**src/rtl/spi_hold_pkg.sv**
```systemverilog
package spi_hold_pkg;
   typedef enum logic {
      PS_RUN   = 1'b0,
      PS_PAUSE = 1'b1
   } pause_state_e;

   function automatic int unsigned cnt_width(input int unsigned n);
      return (n <= 2) ? 1 : $clog2(n);
   endfunction
endpackage

```
**src/rtl/spi_hold_sync.sv**
```systemverilog
module spi_hold_sync #(
   parameter int unsigned STAGES = 2,
   parameter int unsigned WIDTH  = 4,
   parameter logic [WIDTH-1:0] RST_VAL = '0
) (
   input  logic             clk,
   input  logic             rst_n,
   input  logic [WIDTH-1:0] d,
   output logic [WIDTH-1:0] q
);
   if (STAGES == 0) begin : g_pass
      assign q = d;
   end else begin : g_chain
      logic [WIDTH-1:0] stg [STAGES];
      always_ff @(posedge clk or negedge rst_n) begin
         if (!rst_n) begin
            for (int i = 0; i < STAGES; i++) stg[i] <= RST_VAL;
         end else begin
            stg[0] <= d;
            for (int i = 1; i < STAGES; i++) stg[i] <= stg[i-1];
         end
      end
      assign q = stg[STAGES-1];
   end
endmodule

```
**src/rtl/spi_hold_fsm.sv**
```systemverilog
module spi_hold_fsm
   import spi_hold_pkg::*;
(
   input  logic clk,
   input  logic rst_n,
   input  logic cs_n,
   input  logic sclk,
   input  logic hold_n,
   output logic paused,
   output logic edge_en
);
   pause_state_e st_q, st_d;
   logic         sclk_d;

   always_comb begin
      st_d = st_q;
      if (cs_n) begin
         st_d = PS_RUN;
      end else begin
         unique case (st_q)
            PS_RUN:   if (!hold_n && !sclk) st_d = PS_PAUSE;
            PS_PAUSE: if (hold_n && !sclk)  st_d = PS_RUN;
            default:  st_d = PS_RUN;
         endcase
      end
   end

   always_ff @(posedge clk or negedge rst_n) begin
      if (!rst_n) begin
         st_q   <= PS_RUN;
         sclk_d <= 1'b0;
      end else begin
         st_q   <= st_d;
         sclk_d <= sclk;
      end
   end

   assign paused  = (st_q == PS_PAUSE);
   assign edge_en = sclk && !sclk_d && !cs_n && !paused;


   desel_clear_chk: assert property (@(posedge clk) disable iff (!rst_n)
      cs_n |=> !paused);

   pause_entry_chk: assert property (@(posedge clk) disable iff (!rst_n)
      (!cs_n && !paused && !hold_n && !sclk) |=> paused);

   entry_wait_chk: assert property (@(posedge clk) disable iff (!rst_n)
      (!paused && sclk) |=> !paused);

   exit_wait_chk: assert property (@(posedge clk) disable iff (!rst_n)
      (paused && !cs_n && sclk) |=> paused);
endmodule

```
**src/rtl/spi_hold_shifter.sv**
```systemverilog
module spi_hold_shifter
   import spi_hold_pkg::*;
#(
   parameter int unsigned WORD_W    = 8,
   parameter bit          MSB_FIRST = 1'b1
) (
   input  logic              clk,
   input  logic              rst_n,
   input  logic              clr,
   input  logic              shift_en,
   input  logic              din,
   output logic [WORD_W-1:0] word,
   output logic              word_vld
);
   localparam int unsigned CNT_W = cnt_width(WORD_W);
   localparam logic [CNT_W-1:0] LAST = CNT_W'(WORD_W - 1);

   logic [CNT_W-1:0]  cnt_q;
   logic [WORD_W-1:0] sh_q, sh_nxt;

   if (MSB_FIRST) begin : g_msb
      assign sh_nxt = {sh_q[WORD_W-2:0], din};
   end else begin : g_lsb
      assign sh_nxt = {din, sh_q[WORD_W-1:1]};
   end

   always_ff @(posedge clk or negedge rst_n) begin
      if (!rst_n) begin
         cnt_q    <= '0;
         sh_q     <= '0;
         word     <= '0;
         word_vld <= 1'b0;
      end else begin
         word_vld <= 1'b0;
         if (clr) begin
            cnt_q <= '0;
            sh_q  <= '0;
         end else if (shift_en) begin
            sh_q <= sh_nxt;
            if (cnt_q == LAST) begin
               cnt_q    <= '0;
               word     <= sh_nxt;
               word_vld <= 1'b1;
            end else begin
               cnt_q <= cnt_q + 1'b1;
            end
         end
      end
   end


   frozen_pos_chk: assert property (@(posedge clk) disable iff (!rst_n)
      (!clr && !shift_en) |=> ($stable(cnt_q) && $stable(sh_q)));

   vld_pulse_chk: assert property (@(posedge clk) disable iff (!rst_n)
      word_vld |=> !word_vld);
endmodule

```
**src/rtl/spi_hold_ctrl.sv**
```systemverilog
module spi_hold_ctrl #(
   parameter int unsigned WORD_W      = 8,
   parameter int unsigned SYNC_STAGES = 2,
   parameter bit          MSB_FIRST   = 1'b1
) (
   input  logic              clk,
   input  logic              rst_n,
   input  logic              cs_n,
   input  logic              sclk,
   input  logic              hold_n,
   input  logic              si,
   input  logic              so_data,
   output logic              hold_active,
   output logic              clk_en,
   output logic              so_oe,
   output logic              so_out,
   output logic [WORD_W-1:0] rx_word,
   output logic              rx_valid
);
   if (WORD_W < 2) begin : g_bad_width
      $error("spi_hold_ctrl: WORD_W must be at least 2");
   end
   if (SYNC_STAGES > 4) begin : g_bad_sync
      $error("spi_hold_ctrl: SYNC_STAGES must be 4 or less");
   end

   logic [3:0] pins_raw, pins_s;
   logic       cs_s, sclk_s, hold_s, si_s;
   logic       paused;

   assign pins_raw = {cs_n, sclk, hold_n, si};

   spi_hold_sync #(
      .STAGES  (SYNC_STAGES),
      .WIDTH   (4),
      .RST_VAL (4'b1010)
   ) u_sync (
      .clk   (clk),
      .rst_n (rst_n),
      .d     (pins_raw),
      .q     (pins_s)
   );

   assign {cs_s, sclk_s, hold_s, si_s} = pins_s;

   spi_hold_fsm u_fsm (
      .clk     (clk),
      .rst_n   (rst_n),
      .cs_n    (cs_s),
      .sclk    (sclk_s),
      .hold_n  (hold_s),
      .paused  (paused),
      .edge_en (clk_en)
   );

   spi_hold_shifter #(
      .WORD_W    (WORD_W),
      .MSB_FIRST (MSB_FIRST)
   ) u_shift (
      .clk      (clk),
      .rst_n    (rst_n),
      .clr      (cs_s),
      .shift_en (clk_en),
      .din      (si_s),
      .word     (rx_word),
      .word_vld (rx_valid)
   );

   assign hold_active = paused;
   assign so_oe       = !cs_s && !paused;
   assign so_out      = so_data;


   oe_off_when_paused_chk: assert property (@(posedge clk) disable iff (!rst_n)
      $rose(hold_active) |-> !so_oe);

   no_edge_in_pause_chk: assert property (@(posedge clk) disable iff (!rst_n)
      (hold_active && $past(hold_active)) |-> !clk_en);
endmodule

```
**config.mk**
```make
export PLATFORM = sky130hd
export DESIGN_NAME = spi_hold_ctrl
export DESIGN_NICKNAME = d
export VERILOG_FILES = /design/src/rtl/spi_hold_pkg.sv /design/src/rtl/spi_hold_sync.sv /design/src/rtl/spi_hold_fsm.sv /design/src/rtl/spi_hold_shifter.sv /design/src/rtl/spi_hold_ctrl.sv
export SDC_FILE = /design/constraint.sdc
export NUM_CORES = 1
export LEC_CHECK = 0
export ABC_AREA = 1
export BUFFER_PORTS_ARGS = -buffer_cell sky130_fd_sc_hd__buf_4
export CORE_MARGIN = 2
export CORE_UTILIZATION = 57
export CTS_BUF_LIST = sky130_fd_sc_hd__clkbuf_4 sky130_fd_sc_hd__clkbuf_8
export DETAILED_ROUTE_END_ITERATION = 7
export PLACE_DENSITY = 0.9
export REMOVE_ABC_BUFFERS = 1
export SLEW_MARGIN = 20
export SYNTH_ARGS = -nofsm -noshare
export SYNTH_HDL_FRONTEND = slang
export SYNTH_SLANG_ARGS = --single-unit
```
**constraint.sdc**
```tcl
create_clock -name clk -period 2 [get_ports clk]
set_clock_uncertainty 0.2 [all_clocks]
set_input_delay 0.4 -clock clk [delete_from_list [all_inputs] [get_ports clk]]
set_output_delay 0.4 -clock clk [all_outputs]
set_load 0.1 [all_outputs]
```
==> metrics.txt <==
outcome=completed; Mapped Cells=105; final antenna diode count=0; Synth Area per Inst=11.5 µm²; worst setup margin=0.166 ns; Reg clk slew, reported paths=0.08 ns; Multi-input gate area=383 µm²; RSZ-0062 raised after global routing=false; IO buf count=17; CTS tree=built; Finished Core Util=0.719; Hold WC Path Type=reg2reg; Filler cells=144; synth warn=0; most frequent cells in the layout=nand2_1 (26), dfrtp_1 (25), buf_4 (19), nand3_1 (14), nand4_1 (8); DRT iter0 DRCs=16; Die Y=50.0 µm; post-synth top area cell=dfrtp_1; Root Buffer=clkbuf_4; synth unique cells=20; Post-Layout Inst Area=1430 µm²; worst vdd ir=0.736 mV; # IOs=20; Most used DFF post-synth=dfrtp_1; max-slew violation count=0; initial antenna violation count=0; Slew HR=0.701; Synth area leaders=dfrtp_1 (52%), dfstp_2 (8.7%), nand2_1 (8.1%); CTS sink count=29; GRT Residual Overflow=0; layout cells sized above 1=0.321; H-tree Lvls=2; CP Class=reg2out; Critical Path Source Type=flop; Max Root-Sink Buffers=2; Skew-Pair Late Insertion Delay=0.32 ns; Synth Register Bits=29; row count=16; WL final=1930 µm; PD cells=737 nW/µm²; area growth from synthesis to layout=18.4%; total global-route track usage=0.204; Critical Path RT=1.40 ns; gpl congestion=0.730; max_cap viols=0; Async SR Flop Fraction=1.00; arrival time at the worst endpoint=1.23 ns; largest net degree at the start of global routing=30; Crit. End Element=output pin; first-pass GRT wire length=3680 µm; final setup fails=0; CTS Buf Count=5; vias per std cell=5.26; met2 wire length=1050 µm; Die Area=2500 µm²; Core ar.=1980 µm²; Pre-Repair DR Iteration Count=4; via count=831; post-route minimum period=1.83 ns; commonest non-fill, non-tap cell in the layout=nand2_1; Met1 Routed Length=755 µm; pre-CTS worst setup slack=0.302 ns; metal3 WL=95 µm; vias in the first global route=836; Total Power=1050 µW; EDFF count, synth=0; post-route antenna net violation count=0; initial core utilization=0.607; Worst-Margin Slew=0.448 ns; Die Width=50.0 µm; sequential area share after synthesis=0.607; Final period util=0.917; Detailed Place HPWL=1400 µm; Cell Area, Synth=1200 µm²; Hold Vio Cnt, Final=0; fin nets=139; Routed wire per std cell=12.2 µm; register area=731 µm²; Synth top area share=0.520; leakage power=0.000779 µW; Max Fclk=545 MHz; worst-path fanout max=3; Top Layer Used=met4; DP Area=1310 µm²; final routed DRC violation total=0
==> report_power, final <==
part	leakage, µW	switching (µW)	internal, µW	total [µW]
clock	0.0000354	186	147	333
combinational	0.000366	70.7	31.2	102
sequential	0.000378	11.9	603	615
total	0.000779	269	782	1050
==> metal layers <==
layer / GRT usage / up-vias
met2: 0.344 / 21
met3: 0.0848 / 3
li1: - / 400
met4: 0.0833 / 0
met5: 0 / -
met1: 0.227 / 407
==> flip-flops by register name, indices dropped and copies added (netlist names) <==
name / cells
u_shift.word: 8
u_shift.sh_q: 7
u_sync.g_chain.stg: 4
u_sync.q: 4
u_shift.cnt_q: 3
u_fsm.paused: 1
u_fsm.sclk_d: 1
u_shift.word_vld: 1
==> cell usage after synthesis, types with 2 or more instances <==
| master | n |
|---|---|
| dfstp_2 | 4 |
| nand2_1 | 26 |
| ha_1 | 2 |
| buf_6 | 4 |
| dfrtp_1 | 25 |
| nand3_1 | 14 |
| nand3_2 | 5 |
| nand4_1 | 8 |
| inv_1 | 5 |
| nor2_1 | 2 |
==> critical path, cell delays in order (launching register included) <==
cell and delay [ns]:
dfstp_2 0.60, nor2_8 0.04, nand2_4 0.06, inv_1 0.04, buf_6 0.17
==> what timing repair did <==
action	in CTS	in global routing
hold buffers	5	0
gates resized for setup	0	1
setup buffers	1	0
pin swaps	1	0
endpoints found under the hold margin	29	0
setup endpoints to repair	1	1
==> metrics by stage <==
step           setup TNS, ns  instances  hold slack, ns
4_1_cts                    0        158           0.166
3_5_place_dp               0        144           0.133
6_report                   0        158           0.163
3_3_place_gp               0        144           0.129
5_1_grt                    0        158           0.170
2_1_floorplan          -1.44         98         -0.0956
==> logic make-up (layout without fill, tap and decap cells) <==
logic type | Yosys count | in the layout | share of synthesized area
simple gates | 60 | 60 | 0.289
flops | 29 | 29 | 0.607
buf+inv | 12 | 38 | 0.0748
fa+ha+maj | 2 | 2 | 0.0208
compound gates | 2 | 2 | 0.00831
==> layout make-up <==
type / instances / share of cell area
clock buffers: 6 / 0.0316
well taps: 27 / 0.0237
inverters: 5 / 0.0132
repair buffers: 25 / 0.143
multi-input cells: 64 / 0.269
clock inverters: 2 / 0.00702
flip-flops and latches: 29 / 0.513
==> path summary, 6_finish.rpt <==
check | slack [ns] | cells past startpoint | endpoint | from
worst max-delay path | 0.17 | 4 | clk_en | u_sync.q[3]
worst min-delay path | 0.16 | 0 | u_sync.q[1] | u_sync.g_chain.stg[5]
worst max register to register | 0.41 | 5 | u_shift.word[1] | u_shift.cnt_q[0]
worst min register to register | 0.16 | 0 | u_sync.q[1] | u_sync.g_chain.stg[5]
max in group asynchronous | 0.97 | 2 | u_sync.q[1] | rst_n
min in group asynchronous | 0.32 | 2 | u_shift.sh_q[6] | rst_n
Note: power is estimated with default switching activity, not from simulation.
